==> config.mk <==
export PLATFORM = sky130hd
export DESIGN_NAME = can_accept_select
export DESIGN_NICKNAME = d
export VERILOG_FILES = /design/src/rtl/can_acc_pkg.sv /design/src/rtl/can_slot_match.sv /design/src/rtl/can_first_pick.sv /design/src/rtl/can_accept_select.sv
export SDC_FILE = /design/constraint.sdc
export NUM_CORES = 1
export LEC_CHECK = 0
export ABC_AREA = 1
export BUFFER_PORTS_ARGS = -buffer_cell sky130_fd_sc_hd__buf_2
export CAP_MARGIN = 5
export CORE_AREA = 10 10 241 243
export CTS_CLUSTER_DIAMETER = 100
export CTS_CLUSTER_SIZE = 28
export DETAILED_ROUTE_END_ITERATION = 16
export DIE_AREA = 0 0 251 253
export REMOVE_ABC_BUFFERS = 1
export SYNTH_ARGS = -nofsm -noshare
export SYNTH_HDL_FRONTEND = slang
export SYNTH_SLANG_ARGS = --single-unit
==> constraint.sdc <==
create_clock -name clk -period 4.4 [get_ports clk]
set_input_delay 0.22 -clock clk [delete_from_list [all_inputs] [get_ports clk]]
set_output_delay 0.22 -clock clk [all_outputs]
set_load 0.01 [all_outputs]
==> src/rtl/can_acc_pkg.sv <==
package can_acc_pkg;
  localparam int ACC_EXT_W  = 29;
  localparam int ACC_STD_W  = 11;
  localparam int ACC_BYTE_W = 8;
  localparam int ACC_DLC_W  = 4;
  localparam int ACC_SLOTS  = 15;
  localparam int ACC_MIN_BYTES = 2;
endpackage

==> src/rtl/can_slot_match.sv <==
module can_slot_match
  import can_acc_pkg::*;
#(
  parameter int EXT_W  = ACC_EXT_W,
  parameter int STD_W  = ACC_STD_W,
  parameter int BYTE_W = ACC_BYTE_W,
  parameter int DLC_W  = ACC_DLC_W,
  parameter int MIN_BYTES = ACC_MIN_BYTES
) (
  input  logic              frm_ext,
  input  logic [EXT_W-1:0]  frm_id,
  input  logic [DLC_W-1:0]  frm_dlc,
  input  logic [BYTE_W-1:0] frm_b0,
  input  logic [BYTE_W-1:0] frm_b1,
  input  logic [EXT_W-1:0]  arb,
  input  logic [EXT_W-1:0]  mask,
  input  logic              use_mask,
  input  logic              use_data,
  input  logic [BYTE_W-1:0] med_arb0,
  input  logic [BYTE_W-1:0] med_arb1,
  input  logic [BYTE_W-1:0] med_mask0,
  input  logic [BYTE_W-1:0] med_mask1,
  output logic              pass
);
  localparam logic [EXT_W-1:0] STD_FIELD = {{(EXT_W-STD_W){1'b0}}, {STD_W{1'b1}}};
  localparam logic [DLC_W-1:0] MIN_LEN   = DLC_W'(MIN_BYTES);

  logic [EXT_W-1:0] fmt_sel;
  logic [EXT_W-1:0] cmp_sel;
  logic             id_ok;
  logic             len_ok;
  logic             bytes_ok;
  logic             data_ok;

  always_comb begin
    fmt_sel  = frm_ext ? {EXT_W{1'b1}} : STD_FIELD;
    cmp_sel  = use_mask ? (fmt_sel & mask) : fmt_sel;
    id_ok    = ((frm_id ^ arb) & cmp_sel) == '0;
    len_ok   = frm_dlc >= MIN_LEN;
    bytes_ok = (((frm_b0 ^ med_arb0) & med_mask0) == '0) &&
               (((frm_b1 ^ med_arb1) & med_mask1) == '0);
    data_ok  = !use_data || (len_ok && bytes_ok);
    pass     = id_ok && data_ok;
  end
endmodule

==> src/rtl/can_first_pick.sv <==
module can_first_pick #(
  parameter int N     = 15,
  parameter int IDX_W = $clog2(N + 1)
) (
  input  logic [N-1:0]     req,
  output logic             hit,
  output logic [IDX_W-1:0] idx
);
  always_comb begin
    idx = '0;
    for (int i = N - 1; i >= 0; i--) begin
      if (req[i]) idx = IDX_W'(i + 1);
    end
    hit = |req;
  end
endmodule

==> src/rtl/can_accept_select.sv <==
module can_accept_select
  import can_acc_pkg::*;
#(
  parameter int NUM_SLOTS = ACC_SLOTS,
  parameter int EXT_W     = ACC_EXT_W,
  parameter int STD_W     = ACC_STD_W,
  parameter int BYTE_W    = ACC_BYTE_W,
  parameter int DLC_W     = ACC_DLC_W,
  parameter int IDX_W     = $clog2(NUM_SLOTS + 1)
) (
  input  logic                       clk,
  input  logic                       rst,
  input  logic                       start,
  input  logic                       frm_ext,
  input  logic [EXT_W-1:0]           frm_id,
  input  logic [DLC_W-1:0]           frm_dlc,
  input  logic [BYTE_W-1:0]          frm_b0,
  input  logic [BYTE_W-1:0]          frm_b1,
  input  logic [NUM_SLOTS-1:0]       slot_rdy,
  input  logic [NUM_SLOTS-1:0]       slot_tx,
  input  logic [NUM_SLOTS-1:0]       slot_masked,
  input  logic [NUM_SLOTS-1:0]       slot_dfilt,
  input  logic [NUM_SLOTS*EXT_W-1:0] slot_arb,
  input  logic [EXT_W-1:0]           id_mask,
  input  logic [EXT_W-1:0]           last_mask,
  input  logic [BYTE_W-1:0]          med_arb0,
  input  logic [BYTE_W-1:0]          med_arb1,
  input  logic [BYTE_W-1:0]          med_mask0,
  input  logic [BYTE_W-1:0]          med_mask1,
  output logic                       res_valid,
  output logic                       res_hit,
  output logic [IDX_W-1:0]           res_slot
);
  localparam int LAST = NUM_SLOTS - 1;

  logic [NUM_SLOTS-1:0] pass;
  logic [NUM_SLOTS-1:0] eligible;
  logic [NUM_SLOTS-1:0] req;
  logic                 pick_hit;
  logic [IDX_W-1:0]     pick_idx;

  for (genvar s = 0; s < NUM_SLOTS; s++) begin : g_slot
    logic [EXT_W-1:0] sel_mask;
    if (s == LAST) begin : g_rx_only
      assign sel_mask    = last_mask;
      assign eligible[s] = slot_rdy[s];
    end else begin : g_rx_tx
      assign sel_mask    = id_mask;
      assign eligible[s] = slot_rdy[s] & ~slot_tx[s];
    end

    can_slot_match #(
      .EXT_W (EXT_W),
      .STD_W (STD_W),
      .BYTE_W(BYTE_W),
      .DLC_W (DLC_W)
    ) u_match (
      .frm_ext  (frm_ext),
      .frm_id   (frm_id),
      .frm_dlc  (frm_dlc),
      .frm_b0   (frm_b0),
      .frm_b1   (frm_b1),
      .arb      (slot_arb[s*EXT_W +: EXT_W]),
      .mask     (sel_mask),
      .use_mask (slot_masked[s]),
      .use_data (slot_dfilt[s]),
      .med_arb0 (med_arb0),
      .med_arb1 (med_arb1),
      .med_mask0(med_mask0),
      .med_mask1(med_mask1),
      .pass     (pass[s])
    );
  end

  assign req = pass & eligible;

  can_first_pick #(
    .N    (NUM_SLOTS),
    .IDX_W(IDX_W)
  ) u_pick (
    .req(req),
    .hit(pick_hit),
    .idx(pick_idx)
  );

  always_ff @(posedge clk) begin
    if (rst) begin
      res_valid <= 1'b0;
      res_hit   <= 1'b0;
      res_slot  <= '0;
    end else begin
      res_valid <= start;
      if (start) begin
        res_hit  <= pick_hit;
        res_slot <= pick_idx;
      end
    end
  end
endmodule

### Yosys cells after proc, flatten, opt, wreduce, memory -nomap -nowiden

Index checks and enable logic that the tools add are counted.

* $add $sub $neg: 0
* multipliers: 0
* divide/modulo/power cells: 0
* $lt $le $gt $ge: 1
* eq/ne operators: 0
* shifts and indexed selects: 0
* multiplexer cells: 31
* bitwise logic cells: 65
* reductions and logical operators: 65

Operators by type and width (count)
* 29-bit AND: 17
* 29-bit two-way mux: 16
* 29-bit zero test: 15
* 29-bit bitwise XOR: 15
* 4-bit two-way mux: 15
* 1-bit logical AND: 17
* 8-bit AND: 2
* 8-bit zero test: 2
* 8-bit bitwise XOR: 2
* 15-bit AND: 1
* 1-bit zero test: 15
* 1-bit logical OR: 15
* 15-bit OR reduction: 1
* 1-bit AND: 14
* 1-bit NOT: 14
* 4-bit by 2-bit >= comparator with 1-bit output, second input constant: 1

* bits in registers: 6
* latch bits: 0
* memory bits (writable): 0
* memory bits (read-only): 0
* input port bits: 638
* output and inout port bits: 6
* word-level logic and storage cells: 165
* memories kept: 0

### Logic depth before layout (Yosys ltp)

Gate-level depths: netlist of run 1.

* depth in word-level cells: 23
* depth in mapped cells: 25

### Hierarchy

Synthesis of run 1 repeated with hierarchy kept, for this count alone.

* cells, all modules: 4703
* area total of the unflattened synthesis: 19812.8 um^2

Modules (own cells, without submodules)
* can_slot_match: times used 15, cells an instance 306, area an instance 1283.7 um^2, sequential area each 0.0 um^2
* can_accept_select: times used 1, cells an instance 65, area an instance 361.6 um^2, sequential area each 120.1 um^2
* can_first_pick: times used 1, cells an instance 48, area an instance 195.2 um^2, sequential area each 0.0 um^2

### Least setup slack after synthesis of run 1

No wires, ideal clock.

* path type: input to register
* start: input port frm_id[21]
* end: register res_slot[0]
* arrival: 1.761 ns
* path slack: 2.517 ns
* stages: 14
* path buffers: 2
* path through: buf_2 -> buf_6 -> xor2_1 -> o21ai_0 -> o2111ai_1 -> or3b_1 -> o21ai_0 -> o211ai_1 -> nand2_1 -> nand2_1 -> nand2_1 -> nand2_1 -> nand2_1 -> a21oi_2

* cells in the longest elaborated chain, start to end: 20
* elaborated cells on any way between the ends: 76
* those cells by class: 15 x mux; 31 x bitwise; 30 x reduce/logical

RTL lines
* from (decl): RTL line can_accept_select.sv:15 `input logic [EXT_W-1:0] frm_id,`
* 29-bit bitwise XOR: RTL line can_slot_match.sv:38 `id_ok = ((frm_id ^ arb) & cmp_sel) == '0;`
* 29-bit AND: RTL line can_slot_match.sv:38
* 29-bit zero test: RTL line can_slot_match.sv:38
* 1-bit logical AND: RTL line can_slot_match.sv:43 `pass = id_ok && data_ok;`
* 15-bit AND (*): RTL line can_accept_select.sv:75 `assign req = pass & eligible;`
* 4-bit two-way mux (14 in series): RTL line can_first_pick.sv:12 `if (req[i]) idx = IDX_W'(i + 1);`
* 4-bit two-way mux (*): RTL line can_first_pick.sv:12
* to (signal assigned): RTL line can_accept_select.sv:95 `res_slot <= pick_idx;`
* to (decl): RTL line can_accept_select.sv:32 `output logic [IDX_W-1:0] res_slot`

Mark *: on every way between the ends. The rest lies on a longest branch, timed or not.
A chain may end at the register's enable or synchronous reset.

### Worst setup path after layout of run 1

* start: input port slot_masked[13]
* end: register res_slot[0]

* cells in the longest elaborated chain, start to end: 19

RTL lines
* from (decl): RTL line can_accept_select.sv:21 `input logic [NUM_SLOTS-1:0] slot_masked,`
* 29-bit two-way mux: RTL line can_slot_match.sv:37 `cmp_sel = use_mask ? (fmt_sel & mask) : fmt_sel;`
* 29-bit AND: RTL line can_slot_match.sv:38
* 29-bit zero test: RTL line can_slot_match.sv:38
* 1-bit logical AND: RTL line can_slot_match.sv:43
* 15-bit AND: RTL line can_accept_select.sv:75
* 4-bit two-way mux (14 in series): RTL line can_first_pick.sv:12

Every way passes these cells.

==> results of run 1 <==
[sequential cells by signal, summed over array words and instances, names as in the netlist]
register / cells
res_slot: 4
res_valid: 1
res_hit: 1
[layer usage]
layer	share of wire [%]	GRT usage [%]	wire, µm	vias to the layer above
met5	0.031	0	26	-
met4	5.0	10.96	4136	4
met3	11	5.826	9061	226
met2	46	40.26	37650	1154
met1	38	28.97	31770	7073
li1	-	-	-	7237
[stage by stage]
step                      setup WS, ns  instances  utilization, %  hold WS (ns)  total power, W
after floorplan                  2.464       1685               -        0.3024       0.0006693
after global placement           1.204       3039           24.99        0.4255        0.001471
after detailed placement         1.219       3039           24.99        0.4266        0.001478
after CTS                        1.441       3042           25.14        0.1883        0.001633
after global routing             1.179       3047           25.16        0.2002        0.001786
final                            1.474       3055           25.20        0.1967        0.001659
[cells by family after synthesis]
logic type,Yosys count,share of synthesized area [%]
buffers and inverters,275,12.62
and+or+nand+nor,708,30.74
AOI/OAI and AO/OA,592,34.66
DFF,6,1.227
xor gates and xnor gates,232,20.75
[critical path: cells and delay by family]
kind,cells,cell delay (ns)
AOI/OAI and AO/OA,3,0.41
and+or+nand+nor,17,1.49
buffers and inverters,2,0.89
[area by class of cell]
class / count / area share (%)
diodes: 13 / 0.2423
inverters: 147 / 4.129
multi-input cells: 1532 / 62.84
flip-flops and latches: 6 / 0.8947
repair buffers: 658 / 24.85
clock buffers: 3 / 0.5592
well taps: 696 / 6.486
[how the worst max path moves through the flow]
stage                               start           to  slack [ns]  depth (start not counted)
after CTS                      frm_id[28]  res_slot[0]        1.44                         14
after detailed placement       frm_id[28]  res_slot[0]        1.22                         14
final                     slot_masked[13]  res_slot[0]        1.47                         22
after global routing      slot_masked[10]  res_slot[0]        1.18                         19
after global placement         frm_id[28]  res_slot[0]        1.20                         14
after floorplan               med_arb0[1]  res_slot[0]        2.46                         21
[Yosys cell counts, types with 3 or more instances]
cell type and number:
nand2_1 342, o21ai_0 290, nor2_1 204, inv_1 135, xor2_1 126, a21oi_1 107
xnor2_1 106, a22oi_1 93, buf_2 65, nand3_1 41, nand4_1 41, o22ai_1 36
clkbuf_1 32, o211ai_1 31, buf_4 24, or2_2 22, nor3_1 19, nor4_1 19
o21ai_1 12, clkinv_1 7, o21a_1 7, dfxtp_1 6, o2111ai_1 6, or2_1 5
buf_6 4, inv_2 4, or3b_1 4, buf_1 3, nand3b_1 3
[power breakdown]
part | switching (W) | leakage [nW] | internal [W] | total (W)
registers | 0.000000722 | 0.0490 | 0.0000562 | 0.0000569
logic | 0.000899 | 6.54 | 0.000556 | 0.00145
clock network | 0.0000307 | 0.0371 | 0.000117 | 0.000147
==> flow_metrics.env, run 1 <==
export IMPL_setup_violations_final=0
export IMPL_grt_pass1_vias=15250
export IMPL_hold_path_cell_count=2
export IMPL_place_area_um2=13320
export IMPL_finish_instance_area_um2=13430
export IMPL_max_stage_delay_ns=0.46
export IMPL_yosysSeqAreaShare_pct=1.227
export IMPL_drtAntennaViolNets=0
export IMPL_cts_tree="built"
export IMPL_cts_sinks=6
export IMPL_crit_top_cell="nand2_1"
export IMPL_finalWirelength_um=82650
export IMPL_coreArea_um2=53280
export IMPL_port_buffers=641
export IMPL_hold_path_end="res_valid"
export IMPL_routedWlPerCell_um=27.05
export IMPL_grt_max_degree=39
export IMPL_worstHoldStart="rst"
export IMPL_mostFrequentLayoutCells="buf_2 (641), nand2_1 (342), o21ai_0 (290)"
export IMPL_rsz0062_at_grt="false"
export IMPL_r2r_end="res_slot[0]"
export IMPL_die_w_um=251
export IMPL_antenna_found_initial=20
export IMPL_slowest_stage="inv_1"
export IMPL_synth_top_area_cell="o21ai_0"
export IMPL_multi_input_area_um2=8437
export IMPL_yosysWarningCount=0
export IMPL_synth_top_area_share_pct=14.82
export IMPL_cp_max_fo=17
export IMPL_netlist_instances=1813
export IMPL_num_nets_final=2986
export IMPL_status="finished clean"
export IMPL_synth_edff_count=0
export IMPL_clkLatencyLatePin_ns=0.23
export IMPL_grtUsageTotal_pct=24.20
export IMPL_fmax_mhz=341.7
export IMPL_ioPinCount=644
export IMPL_period_minus_slack_ns=2.926
export IMPL_yosys_top_cells_area="o21ai_0 (15%), nand2_1 (13%), xor2_1 (11%), xnor2_1 (9.5%), nor2_1 (7.8%)"
export IMPL_grt_pass1_wl_um=112000
export IMPL_regArea_um2=120.1
export IMPL_peakVddDrop_uv=91.67
export IMPL_cp_arrival_ns=3.04
export IMPL_reg2reg_setup_slack_ns=3.74
export IMPL_synthesis_area_um2=9793
export IMPL_finalHoldViolCount=0
export IMPL_cts_root_buf="clkbuf_16"
export IMPL_hold_class="in2reg"
export IMPL_area_delta_synth_final_pct=37.09
export IMPL_worstMarginPinSlew_ns=0.8572
export IMPL_layout_commonest_cell="buf_2"
export IMPL_vias=15690
export IMPL_rr_startpoint="res_slot[0]"
export IMPL_reg2regPathDepth=2
export IMPL_drt_iter0_markers=1570
export IMPL_path_clk_slew_ns=0.03
export IMPL_drc=0
export IMPL_path_cells="buf_2 > inv_1 > o21ai_0 > o21ai_0 > nor2_1 > nand2_1 > nor2_1 > nand3_1 > nand2_1 > nand2_1 > nand2_1 > nand2_1 > nand2_1 > nand2_1 > nand2_1 > nand2_1 > nand2_1 > nand2_1 > nand2_1 > nand2_1 > nand2_1 > a21oi_2"
export IMPL_gp_congestion=0.9336
export IMPL_min_period_over_period_pct=66.51
export IMPL_ys_ff_latch=6
export IMPL_overflow=0
export IMPL_htree_levels=1
export IMPL_end_kind="register"
export IMPL_slew_headroom_pct=42.79
export IMPL_die_area_um2=63500
export IMPL_num_rows=85
export IMPL_fin_tns_setup_ns=0
export IMPL_skew_ns=0
export IMPL_critPathLaunchType="primary input"
export IMPL_worstSetupPathType="in2reg"
export IMPL_powerDensity_nw_per_um2=123.6
export IMPL_dr_pass1_iters=6
export IMPL_cts_buffers=3
export IMPL_die_h_um=253
export IMPL_via_per_inst=5.137
export IMPL_synth_cell_types=42
export IMPL_cts_resized=0
export IMPL_maxSlewViolCount=0
export IMPL_ys_async_sr_fraction_pct=0
export IMPL_drive_above_1_share_pct=29.37
export IMPL_p_leak_nw=6.622
export IMPL_maxCapViolCount=0
export IMPL_initial_core_util_pct=18.38
export IMPL_syn_avg_cell_area_um2=5.402
export IMPL_cp_data_required_time_ns=4.51
export IMPL_ctsHoldBuffers=0
export IMPL_hpwlAfterDp_um=68610
export IMPL_cts_setup_buffers=0
export IMPL_fillers=6331
export IMPL_clockBufferDepth=2
export IMPL_ys_flop_type="dfxtp_1"
Note: power is estimated with default switching activity, not from simulation.
==> run 2, diff against run 1 <==
--- a/config.mk
+++ b/config.mk
@@ -5,14 +5,14 @@
 export SDC_FILE = /design/constraint.sdc
 export NUM_CORES = 1
 export LEC_CHECK = 0
-export ABC_AREA = 1
+export ABC_AREA = 0
 export BUFFER_PORTS_ARGS = -buffer_cell sky130_fd_sc_hd__buf_2
 export CAP_MARGIN = 5
-export CORE_AREA = 10 10 241 243
+export CORE_AREA = 10 10 245 247
 export CTS_CLUSTER_DIAMETER = 100
 export CTS_CLUSTER_SIZE = 28
 export DETAILED_ROUTE_END_ITERATION = 16
-export DIE_AREA = 0 0 251 253
+export DIE_AREA = 0 0 255 257
 export REMOVE_ABC_BUFFERS = 1
 export SYNTH_ARGS = -nofsm -noshare
 export SYNTH_HDL_FRONTEND = slang
==> constraint.sdc (replaced) <==
create_clock -name clk -period 3 [get_ports clk]
set_input_delay 0.15 -clock clk [delete_from_list [all_inputs] [get_ports clk]]
set_output_delay 0.15 -clock clk [all_outputs]
set_load 0.01 [all_outputs]
==> flow_metrics.env, run 2 <==
export IMPL_status="finished clean"
export IMPL_cts_sinks=6
export IMPL_worstMarginPinSlew_ns=0.8864
export IMPL_cp_max_fo=9
export IMPL_slew_headroom_pct=40.84
export IMPL_cts_buffers=3
export IMPL_grt_pass1_wl_um=103600
export IMPL_synth_cell_types=69
export IMPL_min_period_over_period_pct=93.20
export IMPL_p_leak_nw=6.185
export IMPL_cts_root_buf="clkbuf_16"
export IMPL_setup_violations_final=0
export IMPL_peakVddDrop_uv=125.3
export IMPL_hpwlAfterDp_um=68090
export IMPL_area_delta_synth_final_pct=50.59
export IMPL_ys_flop_type="dfxtp_1"
export IMPL_finalHoldViolCount=0
export IMPL_regMostFlops="res_slot"
export IMPL_synth_edff_count=0
export IMPL_antenna_found_initial=21
export IMPL_synth_common_cells="xor2_1 (346), o21ai_0 (280), xnor2_1 (102), nor2b_1 (73), nand4_1 (65)"
export IMPL_ys_ff_latch=6
export IMPL_ys_async_sr_fraction_pct=0
export IMPL_drtAntennaViolNets=0
export IMPL_cts_tree="built"
export IMPL_powerDensity_nw_per_um2=179.7
export IMPL_total_power_w=0.002436
export IMPL_yosysSeqAreaShare_pct=1.334
export IMPL_mostFrequentLayoutCells="buf_2 (641), xor2_1 (346), o21ai_0 (280)"
export IMPL_grt_max_degree=29
export IMPL_clockBufferDepth=2
export IMPL_ioPinCount=644
export IMPL_grt_pass1_vias=13640
export IMPL_coreArea_um2=54880
export IMPL_yosysMostFrequentCell="xor2_1"
export IMPL_port_buffers=641
export IMPL_routedWlPerCell_um=28.71
export IMPL_rsz0062_at_grt="false"
export IMPL_reg_top3="res_slot (4), res_hit (1), res_valid (1)"
export IMPL_num_rows=86
export IMPL_cp_data_required_time_ns=3.12
export IMPL_dr_pass1_iters=5
export IMPL_hold_class="in2reg"
export IMPL_finalWirelength_um=76950
export IMPL_drc=0
export IMPL_fmax_mhz=357.6
export IMPL_final_cells=2680
export IMPL_drive_above_1_share_pct=39.50
export IMPL_vias=13100
export IMPL_via_per_inst=4.890
export IMPL_largest_reg_flops=4
export IMPL_gp_congestion=0.9691
export IMPL_skew_ns=0
export IMPL_ctsHoldBuffers=0
export IMPL_netlist_instances=1332
export IMPL_die_h_um=257
export IMPL_htree_levels=1
export IMPL_post_place_cells=2673
export IMPL_overflow=0
export IMPL_syn_avg_cell_area_um2=6.760
export IMPL_path_clk_slew_ns=0.04
export IMPL_end_kind="register"
export IMPL_num_nets_final=2612
export IMPL_initial_core_util_pct=16.41
export IMPL_cp_arrival_ns=2.91
export IMPL_synth_top_area_share_pct=33.65
export IMPL_grtUsageTotal_pct=22.01
export IMPL_worstSetupPathType="in2reg"
export IMPL_yosys_top_cells_area="xor2_1 (34%), o21ai_0 (16%), xnor2_1 (9.9%), nor2b_1 (5.1%), nand4_1 (4.5%)"
export IMPL_die_w_um=255
export IMPL_synthesis_area_um2=9005
export IMPL_maxSlewViolCount=0
export IMPL_maxCapViolCount=0
export IMPL_period_minus_slack_ns=2.796
export IMPL_synth_top_area_cell="xor2_1"
export IMPL_drt_iter0_markers=1009
export IMPL_die_area_um2=65540
export IMPL_critPathLaunchType="primary input"
export IMPL_clkLatencyLatePin_ns=0.23
export IMPL_yosysWarningCount=0
export IMPL_layout_commonest_cell="buf_2"
==> run 2: repair_timing <==
action	in CTS	in global routing
setup endpoints to repair	0	3
gates resized for setup	0	2
buffers inserted	0	0
==> run 2: critical path, stage by stage <==
cell      delay [ns]
buf_2           0.27
buf_4           0.33
xnor2_1         0.16
o22ai_1         0.09
or4_1           0.54
o41a_1          0.44
a2111o_1        0.50
nand2_2         0.12
nor2_1          0.06
a32oi_1         0.19
nor2_1          0.05
==> run 2: worst paths after layout <==
kind / start / endpoint / slack [ns] / cells past startpoint
min reg2reg: res_slot[0] / res_slot[0] / 0.51 / 2
min: rst / res_valid / 0.20 / 2
max reg2reg: res_slot[1] / res_slot[1] / 2.15 / 2
max: frm_id[12] / res_slot[3] / 0.20 / 11
==> run 2: layout make-up <==
cell class | count | area (µm²)
fillers | 6289 | 41320
inverters | 38 | 142.6
flip-flops and latches | 6 | 120.1
clock buffers | 3 | 75.07
repair buffers | 759 | 4169
multi-input cells | 1166 | 8163
diodes | 4 | 10.01
well taps | 704 | 880.8
==> run 2: cell families (layout without fill, tap and decap cells) <==
family          after synthesis  count (layout)  share of synthesized area (%)
compound gates              449             449                          29.03
buf+inv                     160             800                          8.170
xor+xnor                    449             449                          43.75
flops                         6               6                          1.334
simple gates                268             268                          17.72
other cells                   0               4                              0
==> run 2: stage by stage <==
stage               TNS (ns)  utilization, %  worst slack, ns  hold WS [ns]  instance area, µm²
floorplan                  0               -           0.7769        0.2167                8412
global placement     -0.6078           24.53          -0.1638        0.4371               13460
detailed placement   -0.5279           24.53          -0.1675        0.4406               13460
CTS                        0           24.67          0.06616        0.1974               13540
global route               0           24.70          0.01135        0.2204               13550
finish                     0           24.71           0.2039        0.1986               13560
==> run 2: report_power, final <==
| group | switching [W] | internal (W) | total, W |
|---|---|---|---|
| Sequential | 0.00000118 | 0.0000824 | 0.0000836 |
| Combinational | 0.00121 | 0.000919 | 0.00213 |
| Clock | 0.0000491 | 0.000172 | 0.000221 |
| Total | 0.00126 | 0.00117 | 0.00244 |
==> run 2: per-layer routing <==
layer  vias to the layer above  track usage, %  wire length [µm]
met5                         -               0               103
met1                      6014           26.48             30740
met3                       192           5.383              7581
met4                        16           9.373              3735
li1                       5962               -                 -
met2                       920           36.51             34790
==> run 3, diff against run 2 <==
--- a/config.mk
+++ b/config.mk
@@ -8,11 +8,14 @@
 export ABC_AREA = 0
 export BUFFER_PORTS_ARGS = -buffer_cell sky130_fd_sc_hd__buf_2
 export CAP_MARGIN = 5
-export CORE_AREA = 10 10 245 247
+export CELL_PAD_IN_SITES_DETAIL_PLACEMENT = 2
+export CELL_PAD_IN_SITES_GLOBAL_PLACEMENT = 2
+export CORE_AREA = 10 10 243 245
 export CTS_CLUSTER_DIAMETER = 100
 export CTS_CLUSTER_SIZE = 28
 export DETAILED_ROUTE_END_ITERATION = 16
-export DIE_AREA = 0 0 255 257
+export DIE_AREA = 0 0 253 255
+export PLACE_DENSITY_LB_ADDON = 0.1
 export REMOVE_ABC_BUFFERS = 1
 export SYNTH_ARGS = -nofsm -noshare
 export SYNTH_HDL_FRONTEND = slang
==> flow_metrics.env, run 3 (synthesis gave the netlist of run 2 again) <==
export IMPL_dr_pass1_iters=5
export IMPL_grtUsageTotal_pct=24.29
export IMPL_reg_top3="res_slot (4), res_hit (1), res_valid (1)"
export IMPL_cts_resized=0
export IMPL_num_nets_final=2601
export IMPL_cts_tree="built"
export IMPL_hold_path_end="res_valid"
export IMPL_powerDensity_nw_per_um2=180.7
export IMPL_cts_setup_buffers=0
export IMPL_worstHoldStart="rst"
export IMPL_finalHoldViolCount=0
export IMPL_overflow=0
export IMPL_ctsHoldBuffers=0
export IMPL_cts_buffers=3
export IMPL_htree_levels=1
export IMPL_final_cells=2682
export IMPL_slew_headroom_pct=44.55
export IMPL_port_buffers=641
export IMPL_ioPinCount=644
export IMPL_final_core_util_pct=24.85
export IMPL_layout_commonest_cell="buf_2"
export IMPL_cts_sinks=6
export IMPL_end_kind="register"
export IMPL_period_minus_slack_ns=2.762
export IMPL_hpwlAfterDp_um=71670
export IMPL_clkLatencyLatePin_ns=0.23
export IMPL_cp_data_required_time_ns=3.17
export IMPL_rr_startpoint="res_slot[1]"
export IMPL_grt_pass1_wl_um=111400
export IMPL_drc=0
export IMPL_min_period_over_period_pct=92.06
export IMPL_setup_violations_final=0
export IMPL_reg2regPathDepth=2
export IMPL_mostFrequentLayoutCells="buf_2 (641), xor2_1 (346), o21ai_0 (280)"
export IMPL_finalWirelength_um=83070
export IMPL_grt_max_degree=22
export IMPL_clockBufferDepth=2
export IMPL_hold_ws_ns=0.1970
export IMPL_num_rows=86
export IMPL_cp_arrival_ns=2.93
export IMPL_skew_ns=0
export IMPL_fmax_mhz=362.1
export IMPL_die_w_um=253
export IMPL_hold_class="in2reg"
export IMPL_routedWlPerCell_um=30.97
export IMPL_critPathLaunchType="primary input"
export IMPL_maxCapViolCount=0
export IMPL_vias=12850
export IMPL_cts_root_buf="clkbuf_16"
export IMPL_path_clk_slew_ns=0.04
export IMPL_regMostFlops="res_slot"
export IMPL_status="finished clean"
export IMPL_antenna_found_initial=37
export IMPL_drtAntennaViolNets=0
export IMPL_drive_above_1_share_pct=39.11
export IMPL_area_delta_synth_final_pct=50.24
export IMPL_largest_reg_flops=4
export IMPL_total_power_w=0.002445
export IMPL_maxSlewViolCount=0
export IMPL_drt_iter0_markers=686
export IMPL_cp_max_fo=11
export IMPL_r2r_end="res_slot[1]"
export IMPL_p_leak_nw=6.142
export IMPL_gp_congestion=0.8568
export IMPL_hold_path_cell_count=2
export IMPL_coreArea_um2=54450
export IMPL_initial_core_util_pct=16.54
export IMPL_worstMarginPinSlew_ns=0.8241
export IMPL_rsz0062_at_grt="false"
export IMPL_grt_pass1_vias=14240
export IMPL_worstSetupPathType="in2reg"
export IMPL_reg2reg_setup_slack_ns=2.15
export IMPL_peakVddDrop_uv=122.3
export IMPL_die_area_um2=64520
export IMPL_die_h_um=255
export IMPL_post_place_cells=2662
export IMPL_via_per_inst=4.793
run 3: routing by layer:
| layer | up-vias | share of wire (%) | global-route usage [%] | wire [µm] |
|---|---|---|---|---|
| met5 | - | 0.40 | 0 | 331 |
| met4 | 58 | 1.9 | 4.422 | 1550 |
| met3 | 98 | 6.8 | 6.112 | 5660 |
| met2 | 458 | 49 | 43.41 | 40780 |
| met1 | 6283 | 42 | 29.01 | 34750 |
| li1 | 5957 | - | - | - |
run 3: worst max path at each step:
stage / slack [ns] / start / to / cells past startpoint
3_5_place_dp: -0.07 / frm_id[13] / res_slot[2] / 10
3_3_place_gp: -0.04 / frm_id[13] / res_slot[2] / 10
6_report: 0.24 / frm_id[13] / res_slot[1] / 12
2_1_floorplan: 0.78 / med_arb0[4] / res_slot[1] / 9
5_1_grt: 0.03 / frm_id[13] / res_slot[2] / 10
4_1_cts: 0.17 / frm_id[13] / res_slot[2] / 10
run 3: layout make-up:
type	count	area [µm²]
inverters	38	142.6
diodes	17	42.54
well taps	704	880.8
multi-input cells	1166	8157
flip-flops and latches	6	120.1
fillers	6605	40920
repair buffers	748	4111
clock buffers	3	75.07
run 3: critical path, stage by stage:
cell      delay, ns
buf_2          0.21
buf_4          0.34
xnor2_1        0.16
o22ai_1        0.08
or4_1          0.60
o41ai_1        0.41
buf_4          0.19
o211ai_1       0.13
or2b_1         0.26
o21bai_1       0.09
a31oi_1        0.15
o31a_1         0.15
run 3: stage by stage:
step                      setup slack (ns)  area, µm²  TNS (ns)
final                               0.2382      13530         0
after global routing               0.02797      13490         0
after CTS                           0.1723      13490         0
after detailed placement          -0.07019      13410   -0.1134
after global placement            -0.04157      13410  -0.04805
after floorplan                     0.7769       8412         0
run 3: power by group:
group	leakage (nW)	internal, W	switching [W]	total (W)
registers	0.0490	0.0000824	0.000000943	0.0000834
clock network	0.0371	0.000171	0.0000465	0.000218
logic	6.06	0.000914	0.00123	0.00214
total	6.14	0.00117	0.00128	0.00245
